[src/rtl/wgd_pkg.sv]
package wgd_pkg;

    typedef enum logic [2:0] {
        PH_IDLE,
        PH_SEL,
        PH_ADDR,
        PH_DATA,
        PH_SKIP
    } phase_e;

    typedef enum logic {
        TGT_STAT,
        TGT_PROT
    } target_e;

    localparam logic [7:0] SEL_WRITE = 8'hDE;
    localparam logic [7:0] CMD_CLEAR = 8'h00;
    localparam logic [7:0] CMD_WEL   = 8'h02;
    localparam logic [7:0] CMD_BOTH  = 8'h06;

endpackage

[src/rtl/wgd_frame.sv]
module wgd_frame
    import wgd_pkg::*;
#(
    parameter int NREG        = 8,
    parameter int BURST       = 8,
    parameter logic [7:0] STATUS_ADDR = 8'h3F,
    localparam int IDXW = (BURST > 1) ? $clog2(BURST) : 1,
    localparam int CNTW = $clog2(BURST + 1)
) (
    input  logic            clk_i,
    input  logic            rst_ni,
    input  logic            start_i,
    input  logic            stop_i,
    input  logic            byte_i,
    input  logic            bad_i,
    input  logic [7:0]      data_i,
    output logic            stg_we_o,
    output logic [IDXW-1:0] stg_idx_o,
    output logic            stat_go_o,
    output logic [7:0]      stat_val_o,
    output logic            prot_go_o,
    output logic [7:0]      prot_base_o,
    output logic [CNTW-1:0] prot_cnt_o
);

    localparam logic [8:0]      NREG_W  = 9'(NREG);
    localparam logic [CNTW-1:0] BURST_C = CNTW'(BURST);
    localparam logic [CNTW-1:0] ONE_C   = CNTW'(1);

    typedef struct packed {
        phase_e          phase;
        target_e         tgt;
        logic [7:0]      base;
        logic [CNTW-1:0] cnt;
        logic [7:0]      sval;
    } frame_t;

    frame_t s_d, s_q;

    always_comb begin
        s_d       = s_q;
        stg_we_o  = 1'b0;
        stat_go_o = 1'b0;
        prot_go_o = 1'b0;
        if (start_i) begin
            s_d.phase = PH_SEL;
            s_d.cnt   = '0;
        end else if (stop_i) begin
            if (s_q.phase == PH_DATA) begin
                if (s_q.tgt == TGT_STAT) begin
                    stat_go_o = (s_q.cnt == ONE_C);
                end else begin
                    prot_go_o = (s_q.cnt != '0);
                end
            end
            s_d.phase = PH_IDLE;
        end else if (bad_i) begin
            if (s_q.phase != PH_IDLE) begin
                s_d.phase = PH_SKIP;
            end
        end else if (byte_i) begin
            case (s_q.phase)
                PH_SEL: begin
                    s_d.phase = (data_i == SEL_WRITE) ? PH_ADDR : PH_SKIP;
                end
                PH_ADDR: begin
                    if (data_i == STATUS_ADDR) begin
                        s_d.tgt   = TGT_STAT;
                        s_d.phase = PH_DATA;
                    end else if ({1'b0, data_i} < NREG_W) begin
                        s_d.tgt   = TGT_PROT;
                        s_d.base  = data_i;
                        s_d.phase = PH_DATA;
                    end else begin
                        s_d.phase = PH_SKIP;
                    end
                end
                PH_DATA: begin
                    if (s_q.tgt == TGT_STAT) begin
                        if (s_q.cnt == '0) begin
                            s_d.sval = data_i;
                            s_d.cnt  = ONE_C;
                        end else begin
                            s_d.phase = PH_SKIP;
                        end
                    end else begin
                        if (s_q.cnt == BURST_C) begin
                            s_d.phase = PH_SKIP;
                        end else begin
                            stg_we_o = 1'b1;
                            s_d.cnt  = s_q.cnt + ONE_C;
                        end
                    end
                end
                default: begin
                end
            endcase
        end
    end

    always_ff @(posedge clk_i) begin
        if (!rst_ni) begin
            s_q <= '{phase: PH_IDLE, tgt: TGT_STAT, base: '0, cnt: '0, sval: '0};
        end else begin
            s_q <= s_d;
        end
    end

    assign stg_idx_o   = IDXW'(s_q.cnt);
    assign stat_val_o  = s_q.sval;
    assign prot_base_o = s_q.base;
    assign prot_cnt_o  = s_q.cnt;

endmodule

[src/rtl/wgd_stage.sv]
module wgd_stage #(
    parameter int BURST = 8,
    localparam int IDXW = (BURST > 1) ? $clog2(BURST) : 1
) (
    input  logic                 clk_i,
    input  logic                 rst_ni,
    input  logic                 we_i,
    input  logic [IDXW-1:0]      idx_i,
    input  logic [7:0]           data_i,
    output logic [BURST*8-1:0]   stage_o
);

    typedef struct packed {
        logic [BURST-1:0][7:0] mem;
    } stage_t;

    stage_t s_d, s_q;

    always_comb begin
        s_d = s_q;
        if (we_i) begin
            s_d.mem[idx_i] = data_i;
        end
    end

    always_ff @(posedge clk_i) begin
        if (!rst_ni) begin
            s_q <= '0;
        end else begin
            s_q <= s_d;
        end
    end

    assign stage_o = s_q.mem;

endmodule

[src/rtl/wgd_timer.sv]
module wgd_timer #(
    parameter int COMMIT_CYCLES = 1250000,
    localparam int TW = (COMMIT_CYCLES > 1) ? $clog2(COMMIT_CYCLES) : 1
) (
    input  logic clk_i,
    input  logic rst_ni,
    input  logic start_i,
    output logic busy_o,
    output logic done_o
);

    localparam logic [TW-1:0] LOAD = TW'(COMMIT_CYCLES - 1);

    typedef struct packed {
        logic          busy;
        logic [TW-1:0] cnt;
    } timer_t;

    timer_t s_d, s_q;

    always_comb begin
        s_d    = s_q;
        done_o = 1'b0;
        if (s_q.busy) begin
            if (s_q.cnt == '0) begin
                s_d.busy = 1'b0;
                done_o   = 1'b1;
            end else begin
                s_d.cnt = s_q.cnt - TW'(1);
            end
        end else if (start_i) begin
            s_d.busy = 1'b1;
            s_d.cnt  = LOAD;
        end
    end

    always_ff @(posedge clk_i) begin
        if (!rst_ni) begin
            s_q <= '0;
        end else begin
            s_q <= s_d;
        end
    end

    assign busy_o = s_q.busy;

endmodule

[src/rtl/ccr_write_guard.sv]
module ccr_write_guard
    import wgd_pkg::*;
#(
    parameter int NREG          = 8,
    parameter int BURST         = 8,
    parameter int COMMIT_CYCLES = 1250000,
    parameter logic [7:0] STATUS_ADDR = 8'h3F
) (
    input  logic                clk_i,
    input  logic                rst_ni,
    input  logic                start_i,
    input  logic                stop_i,
    input  logic                byte_i,
    input  logic                bad_i,
    input  logic [7:0]          data_i,
    output logic [NREG*8-1:0]   regs_o,
    output logic                busy_o,
    output logic                wel_o,
    output logic                rwel_o
);

    localparam int IDXW = (BURST > 1) ? $clog2(BURST) : 1;
    localparam int CNTW = $clog2(BURST + 1);
    localparam int AW   = (NREG > 1) ? $clog2(NREG) : 1;
    localparam logic [8:0] NREG_W = 9'(NREG);

    typedef struct packed {
        logic                 wel;
        logic                 rwel;
        logic [NREG-1:0][7:0] bank;
    } guard_t;

    guard_t s_d, s_q;

    logic            stg_we;
    logic [IDXW-1:0] stg_idx;
    logic            stat_go;
    logic [7:0]      stat_val;
    logic            prot_go;
    logic [7:0]      prot_base;
    logic [CNTW-1:0] prot_cnt;
    logic [BURST*8-1:0] stage;
    logic            tmr_busy;
    logic            tmr_done;
    logic            commit_go;

    wgd_frame #(
        .NREG        (NREG),
        .BURST       (BURST),
        .STATUS_ADDR (STATUS_ADDR)
    ) u_frame (
        .clk_i       (clk_i),
        .rst_ni      (rst_ni),
        .start_i     (start_i),
        .stop_i      (stop_i),
        .byte_i      (byte_i),
        .bad_i       (bad_i),
        .data_i      (data_i),
        .stg_we_o    (stg_we),
        .stg_idx_o   (stg_idx),
        .stat_go_o   (stat_go),
        .stat_val_o  (stat_val),
        .prot_go_o   (prot_go),
        .prot_base_o (prot_base),
        .prot_cnt_o  (prot_cnt)
    );

    wgd_stage #(
        .BURST (BURST)
    ) u_stage (
        .clk_i   (clk_i),
        .rst_ni  (rst_ni),
        .we_i    (stg_we),
        .idx_i   (stg_idx),
        .data_i  (data_i),
        .stage_o (stage)
    );

    wgd_timer #(
        .COMMIT_CYCLES (COMMIT_CYCLES)
    ) u_timer (
        .clk_i   (clk_i),
        .rst_ni  (rst_ni),
        .start_i (commit_go),
        .busy_o  (tmr_busy),
        .done_o  (tmr_done)
    );

    always_comb begin
        logic [8:0] addr;
        s_d       = s_q;
        addr      = '0;
        commit_go = 1'b0;

        if (tmr_done) begin
            s_d.rwel = 1'b0;
        end

        if (stat_go) begin
            case (stat_val)
                CMD_CLEAR: begin
                    s_d.wel  = 1'b0;
                    s_d.rwel = 1'b0;
                end
                CMD_WEL: begin
                    s_d.wel  = 1'b1;
                    s_d.rwel = 1'b0;
                end
                CMD_BOTH: begin
                    if (s_q.wel) begin
                        s_d.wel  = 1'b1;
                        s_d.rwel = 1'b1;
                    end
                end
                default: begin
                end
            endcase
        end

        if (prot_go && s_q.wel && s_q.rwel && !tmr_busy) begin
            commit_go = 1'b1;
            for (int i = 0; i < BURST; i++) begin
                addr = {1'b0, prot_base} + 9'(i);
                if ((CNTW'(i) < prot_cnt) && (addr < NREG_W)) begin
                    s_d.bank[AW'(addr)] = stage[i*8 +: 8];
                end
            end
        end
    end

    always_ff @(posedge clk_i) begin
        if (!rst_ni) begin
            s_q <= '0;
        end else begin
            s_q <= s_d;
        end
    end

    assign regs_o = s_q.bank;
    assign busy_o = tmr_busy;
    assign wel_o  = s_q.wel;
    assign rwel_o = s_q.rwel;

endmodule

[config.mk]
export PLATFORM = sky130hd
export DESIGN_NAME = ccr_write_guard
export DESIGN_NICKNAME = d
export VERILOG_FILES = /design/src/rtl/wgd_pkg.sv /design/src/rtl/wgd_frame.sv /design/src/rtl/wgd_stage.sv /design/src/rtl/wgd_timer.sv /design/src/rtl/ccr_write_guard.sv
export SDC_FILE = /design/constraint.sdc
export NUM_CORES = 1
export LEC_CHECK = 0
export ABC_CLOCK_PERIOD_IN_PS = 4700
export CAP_MARGIN = 0
export CORE_MARGIN = 2
export CORE_UTILIZATION = 30
export CTS_CLUSTER_DIAMETER = 100
export DETAILED_ROUTE_END_ITERATION = 8
export GPL_TIMING_DRIVEN = 0
export PLACE_DENSITY_LB_ADDON = 0.05
export SLEW_MARGIN = 10
export SYNTH_ARGS = -nofsm -noshare
export SYNTH_HDL_FRONTEND = slang
export SYNTH_SLANG_ARGS = --single-unit
[constraint.sdc]
create_clock -name clk_i -period 4.7 [get_ports clk_i]
set_clock_uncertainty 0.2 [all_clocks]
set_input_delay 0.705 -clock clk_i [delete_from_list [all_inputs] [get_ports clk_i]]
set_output_delay 0.705 -clock clk_i [all_outputs]
set_load 0.005 [all_outputs]
After elaboration in Yosys (flattened, before gate mapping)
Index checks and enable logic that the tools add are counted.

word-level totals
  flip-flop bits (word level) = 176
  bits in latches = 0
  memory bits (writable) = 0
  ROM bits = 0
  bits of input ports = 14
  output and inout bits = 67
  word-level logic and storage cells = 231
  memories = 0

operators by class
  $add $sub $neg = 9
  multipliers = 0
  div/mod/pow operators = 0
  $lt $le $gt $ge = 35
  eq/ne operators = 18
  shift operators = 0
  muxes and demuxes = 94
  bitwise operators = 6
  reductions and logical operators = 43

operators by type and width
  cell                   number
  $mux 64                15
  $bwmux 64              9
  $demux 8 s3            9
  $mux 8                 11
  $mux 9                 8
  $lt 9x4->1 const B     7
  $mux 22                2
  $add 8x3->9 const B    4
  $lt 3x4->1 const B     9
  $ge 3x1->1 const B     9
  $mux 12                2
  $mux 24                1
  $mux 1                 23
  $logic_not 21->1       1
  $mux 21                1
  $mux 3                 7
  $sub 21x1->21 const B  1
  $logic_and 1x1->1      20
  $add 8x2->9 const B    2
  $lt 3x4->1 const A     4
  $lt 8x4->1 const B     2
  $reduce_and 7->1       2
  $mux 4                 3
  $reduce_and 6->1       2
  34 further kinds       51

Depth between registers and ports, before layout
Gate-level depths: netlist of the first run.

  depth after elaboration = 29
  gate-level depth with buffers = 12
  mapped depth without buffers = 8

Modules after synthesis
A second synthesis of the first run with hierarchy kept.

unflattened totals
  cells, all modules = 1571
  area total of the unflattened synthesis = 12871.1 sq um

by module, submodules not included
  module           instances  cells an instance  area an instance (sq um)  sequential area each (sq um)
  ccr_write_guard  1          1057               7827.5                    1321.3
  wgd_stage        1          223                2344.7                    1281.2
  wgd_frame        1          153                1441.4                    480.5
  wgd_timer        1          138                1257.5                    440.4

Worst setup path after synthesis of the first run
Ideal clock, no wire load.

  path type = register to register
  start = reg u_frame.s_q, in the netlist u_frame.prot_base_o[2]
  end = reg s_q, in the netlist regs_o[17]
  setup time = 0.087 ns
  arrival = 3.154 ns
  required time = 4.413 ns
  setup slack = 1.259 ns
  cell stages (with the launch flop) = 12
  buffers on the path = 3
  clock period less this slack = 3.441 ns
  cell sequence = dfxtp_1 -> buf_6 -> buf_2 -> clkbuf_1 -> inv_1 -> ha_1 -> nor4b_1 -> o21ai_0 -> nor3_1 -> a22o_1 -> nor3_1 -> o31ai_1

on the way
  word-level cells in the longest chain between the ends = 27
  elaborated cells on any way between the ends = 86
  those cells by class = 7 x add/sub; 24 x order compare; 39 x mux; 16 x reduce/logical

RTL lines
  element                                               line                    text
  start: declaration                                    wgd_frame.sv:38         frame_t s_d, s_q;
  start signal: assignment                              wgd_frame.sv:103        s_q <= '{phase: PH_IDLE, tgt: TGT_STAT, base: '0, cnt: '0, sval: '0};
  branches (longest 26 deep; another with $add 8x1->9)  n/a
  $mux 64 (*)                                           ccr_write_guard.sv:124  if ((CNTW'(i) < prot_cnt) && (addr < NREG_W)) begin
  end signal: assignment                                ccr_write_guard.sv:133  s_q <= '0;
  end signal: assignment                                ccr_write_guard.sv:135  s_q <= s_d;
  end: declaration                                      ccr_write_guard.sv:33   guard_t s_d, s_q;

Mark *: on every way between the ends. The select of a mux whose other input is x is not followed.
A chain may end at the register's enable or synchronous reset.

Final worst setup path of the first run
  start = reg u_frame.s_q, in the netlist u_frame.prot_cnt_o[1]
  end = reg s_q, in the netlist regs_o[7]

on the way
  word-level cells in the longest chain between the ends = 24
  elaborated cells on any way between the ends = 46
  those cells by class = 8 x order compare; 26 x mux; 12 x reduce/logical

RTL lines
  element            line                    text
  $lt 1x4->1         ccr_write_guard.sv:124
  $logic_and 1x1->1  ccr_write_guard.sv:124
  $mux 64            ccr_write_guard.sv:124
  $mux 64            ccr_write_guard.sv:120  if (prot_go && s_q.wel && s_q.rwel && !tmr_busy) begin
  $bwmux 64          ccr_write_guard.sv:125  s_d.bank[AW'(addr)] = stage[i*8 +: 8];
  $mux 64            ccr_write_guard.sv:124
  $mux 64            ccr_write_guard.sv:120
  $bwmux 64          ccr_write_guard.sv:125
  [8 not listed]     n/a
  $bwmux 64          ccr_write_guard.sv:125
  $mux 64            ccr_write_guard.sv:124
  $mux 64            ccr_write_guard.sv:120
  $bwmux 64          ccr_write_guard.sv:125
  $mux 64            ccr_write_guard.sv:124
  $mux 64            ccr_write_guard.sv:120
  $bwmux 64          ccr_write_guard.sv:125
  $mux 64            ccr_write_guard.sv:124

Parallel ways exist; a longest one is shown, timed or not. The select of a mux whose other input is x is not followed.

==> flow_summary.ini, run 1 <==
[power]
seq_power_share = 0.458
p_comb_frac = 0.026
powerDensity_nw_per_um2 = 210.0
power_switching_share = 0.2648
p_switching_mw = 0.8614
p_clk_frac = 0.516
p_int_mw = 2.392
irDropWorstVdd_mv = 0.2999
p_leak_nw = 5.206

[route]
vias = 15920
wl_mm = 89.41
vias_per_cell = 6.649
final_antenna_net_count = 0
wl_per_cell_um = 37.35
firstDrtPassIters = 5
first_iter_violations = 2115
drc = 0

[sta]
rsz0062_at_grt = no
max_freq_mhz = 212.9
setup-tns-final_ns = 0
fin_crit_ns = 4.698
max_slew_margin = -0.01300
final_hold_viol_count = 0
min_period_over_period = 0.9995
finalSetupViolCount = 0
tightest_slew_ns = 1.520
slew_violations = 10
whs_ns = 0.2888

[place]
gp_congestion = 1.027
hpwlAfterDp_mm = 60.99
portBuffers = 80

[cts]
ctsHtreeMaxLevel = 4
root_buffer = clkbuf_16
cts.sinks = 176
cts_buffer_depth = 2
clk_pin_slew_ns = 0.08
cts_tree = done
cts_made_buffers = 17
insertion_delay_ns = 0.52
cts_hold_buf = 0

[grt]
grt_pass1_wl_mm = 122.1
use_met1 = 0.4935
grtUsageMet2 = 0.5917
gr-max-usage-layer = met2
grt_start_max_net_pins = 19
grt_use_met3 = 0.1202
grt-ovfl-total = 0
grt_pass1_vias = 15190
antenna_found_initial = 3
grt_use_total = 0.3946

[logic_synthesis]
synth_seq_cells = 176
ys.flop_type = dfxtp_1
ys_types = 80
netlist_instances = 1683
synth_area_per_cell_um2 = 7.754
synth.yosys.warnings = 0
synth.net_count = 1705
yosysSeqAreaShare = 0.2700
synth_edf_count = 0
async_reset_ff_frac = 0
synth.cell_area_um2 = 13050

[setup_path]
crit_fanout = 10
cp.arrival_ns = 4.88
rrSetupSlack_ns = 0.002
endpoint_kind = flip-flop
worstSetupPathType = flip-flop to flip-flop
cp_data_required_time_ns = 4.88
r2r_end = regs_o[7]
startpoint_type = flip-flop
timing.rr.start = u_frame.prot_cnt_o[1]
reg2reg_depth = 10

[floorplanning]
core_area_um2 = 42980
die_area_um2 = 45180
io_pins = 81
rows = 76
die_height_um = 212.6
start_util = 0.3036
die_x_um = 212.6

[layout]
syn_to_final_growth_pct = 18.70
nets = 1816
drive_gt1_frac = 0.08356

[hold_path]
hold_depth = 2
hold_path.startpoint = u_timer.s_q[20]
hold_class = flip-flop to flip-flop
hold-path-endpoint = u_timer.s_q[20]

[outcome]
failed_checks = capacitance limit, slew limit
run_status = finished with violations

[job]
maxCapViolCount = 2
synth_stat cells, types with 11 or more instances:
master | instances | area (um^2)
mux2i_1 | 83 | 830.8
mux2_2 | 17 | 191.4
nor2b_1 | 12 | 75.07
a2bb2oi_1 | 46 | 402.9
and3_1 | 19 | 118.9
or2_2 | 11 | 68.82
o2bb2ai_1 | 17 | 148.9
or3_1 | 11 | 68.82
a32oi_1 | 15 | 131.4
nand4_1 | 34 | 212.7
nand2_1 | 170 | 638.1
a211oi_1 | 45 | 337.8
buf_2 | 15 | 75.07
o31ai_1 | 33 | 247.7
clkbuf_1 | 119 | 446.7
a22oi_1 | 62 | 465.5
a22o_1 | 24 | 210.2
a2111oi_0 | 13 | 113.9
o221ai_1 | 31 | 271.5
xnor2_1 | 11 | 96.34
buf_1 | 34 | 127.6
xor2_1 | 16 | 140.1
nor3_1 | 65 | 325.3
o22a_1 | 19 | 166.4
o22ai_1 | 28 | 175.2
a21oi_1 | 87 | 435.4
o21a_1 | 14 | 105.1
o221a_2 | 14 | 157.7
o211ai_1 | 18 | 135.1
dfxtp_1 | 176 | 3523
inv_1 | 13 | 48.80
or4_1 | 12 | 90.09
nor2_1 | 142 | 533.0
o21ai_0 | 62 | 310.3
nor4_1 | 32 | 200.2
nand3_1 | 28 | 140.1
metal layers:
metal	wire, um	up-vias
li1	-	6765
met1	35030	7776
met2	38040	1070
met3	10000	303
met4	6293	4
met5	40	-
power by group through the flow:
stage | Clock, mW | Sequential (mW) | Combinational (mW)
detailed placement | 0 | 1.53 | 0.0840
floorplan | 0 | 1.53 | 0.0360
finish | 1.68 | 1.49 | 0.0847
CTS | 1.69 | 1.49 | 0.0841
global placement | 0 | 1.53 | 0.0838
global route | 1.74 | 1.49 | 0.0881
critical path: stages, from the launching register on:
cell	delay, ns
dfxtp_1	0.38
clkbuf_1	0.25
inv_1	0.17
ha_1	0.29
or3b_2	0.56
and4_1	0.36
nand2_1	0.30
clkbuf_1	0.82
clkbuf_1	0.81
a2bb2oi_1	0.29
o31ai_1	0.13
through the flow:
step / util / cells / total power [mW] / worst slack, ns / cell area [um^2]
6_report: 0.3604 / 2394 / 3.253 / 0.002461 / 15490
5_1_grt: 0.3603 / 2392 / 3.319 / 0.01312 / 15480
4_1_cts: 0.3582 / 2385 / 3.268 / 0.03741 / 15390
3_5_place_dp: 0.3425 / 2353 / 1.610 / -0.04488 / 14720
3_3_place_gp: 0.3393 / 2348 / 1.610 / -0.9891 / 14580
2_1_floorplan: - / 1683 / 1.562 / 1.259 / 13050
cells in the final DEF, fill, tap and decap left out, types with 34 or more instances in the layout:
| cell | synthesis | final |
|---|---|---|
| nor3_1 | 65 | 59 |
| mux2i_1 | 83 | 83 |
| clkbuf_1 | 119 | 115 |
| a22oi_1 | 62 | 62 |
| a2bb2oi_1 | 46 | 46 |
| clkdlybuf4s50_1 | 0 | 80 |
| o21ai_0 | 62 | 62 |
| nand4_1 | 34 | 34 |
| nor2_1 | 142 | 142 |
| dfxtp_1 | 176 | 176 |
| a211oi_1 | 45 | 44 |
| a21oi_1 | 87 | 87 |
| nand2_1 | 170 | 169 |
sequential cells by signal, summed over array words and instances (netlist names):
name / count
rwel_o: 1
regs_o: 64
u_stage.stage_o: 64
u_frame.s_q: 4
wel_o: 1
u_frame.prot_cnt_o: 4
u_frame.stat_val_o: 8
u_timer.busy_o: 1
u_frame.prot_base_o: 8
u_timer.s_q: 21
area by class of cell:
cell class,count,area (um^2)
fill,4660,27490
multi-input combinational,1323,8942
sequential,176,3523
timing repair buffer,93,905.9
tap,585,732.0
buffer,170,675.6
clock buffer,18,439.2
clock inverter,14,217.7
inverter,13,48.80
antenna,2,5.005
cell families after synthesis:
logic type,after synthesis,share of synthesized area
muxes,100,0.07833
buffers and inverters,184,0.05532
DFF,176,0.2700
AOI/OAI and AO/OA,598,0.3477
xor gates and xnor gates,27,0.01812
adders and majority gates,8,0.007670
and+or+nand+nor,590,0.2228
worst max path at each step:
stage	from	endpoint	slack, ns	depth (start not counted)
after global routing	u_frame.prot_cnt_o[1]	regs_o[49]	0.01	10
after CTS	u_frame.prot_cnt_o[1]	regs_o[33]	0.04	9
final	u_frame.prot_cnt_o[1]	regs_o[7]	0.002	10
after global placement	u_frame.prot_base_o[2]	regs_o[7]	-0.99	11
after detailed placement	u_frame.prot_base_o[2]	regs_o[7]	-0.04	11
after floorplan	u_frame.prot_base_o[2]	regs_o[17]	1.26	11
repair_timing:
| action | CTS | global route |
|---|---|---|
| buffers inserted | 0 | 8 |
| pin swaps | 0 | 2 |
| setup endpoints to repair | 11 | 46 |
| resized for setup | 3 | 7 |
Power figures use the tool's default switching activity.
==> run 2: changes to the inputs <==
--- a/config.mk
+++ b/config.mk
@@ -5,7 +5,6 @@
 export SDC_FILE = /design/constraint.sdc
 export NUM_CORES = 1
 export LEC_CHECK = 0
-export ABC_CLOCK_PERIOD_IN_PS = 4700
 export CAP_MARGIN = 0
 export CORE_MARGIN = 2
 export CORE_UTILIZATION = 30
==> results of run 2 <==
Same layout as run 1: the final DEF is identical, and so are final timing and power.
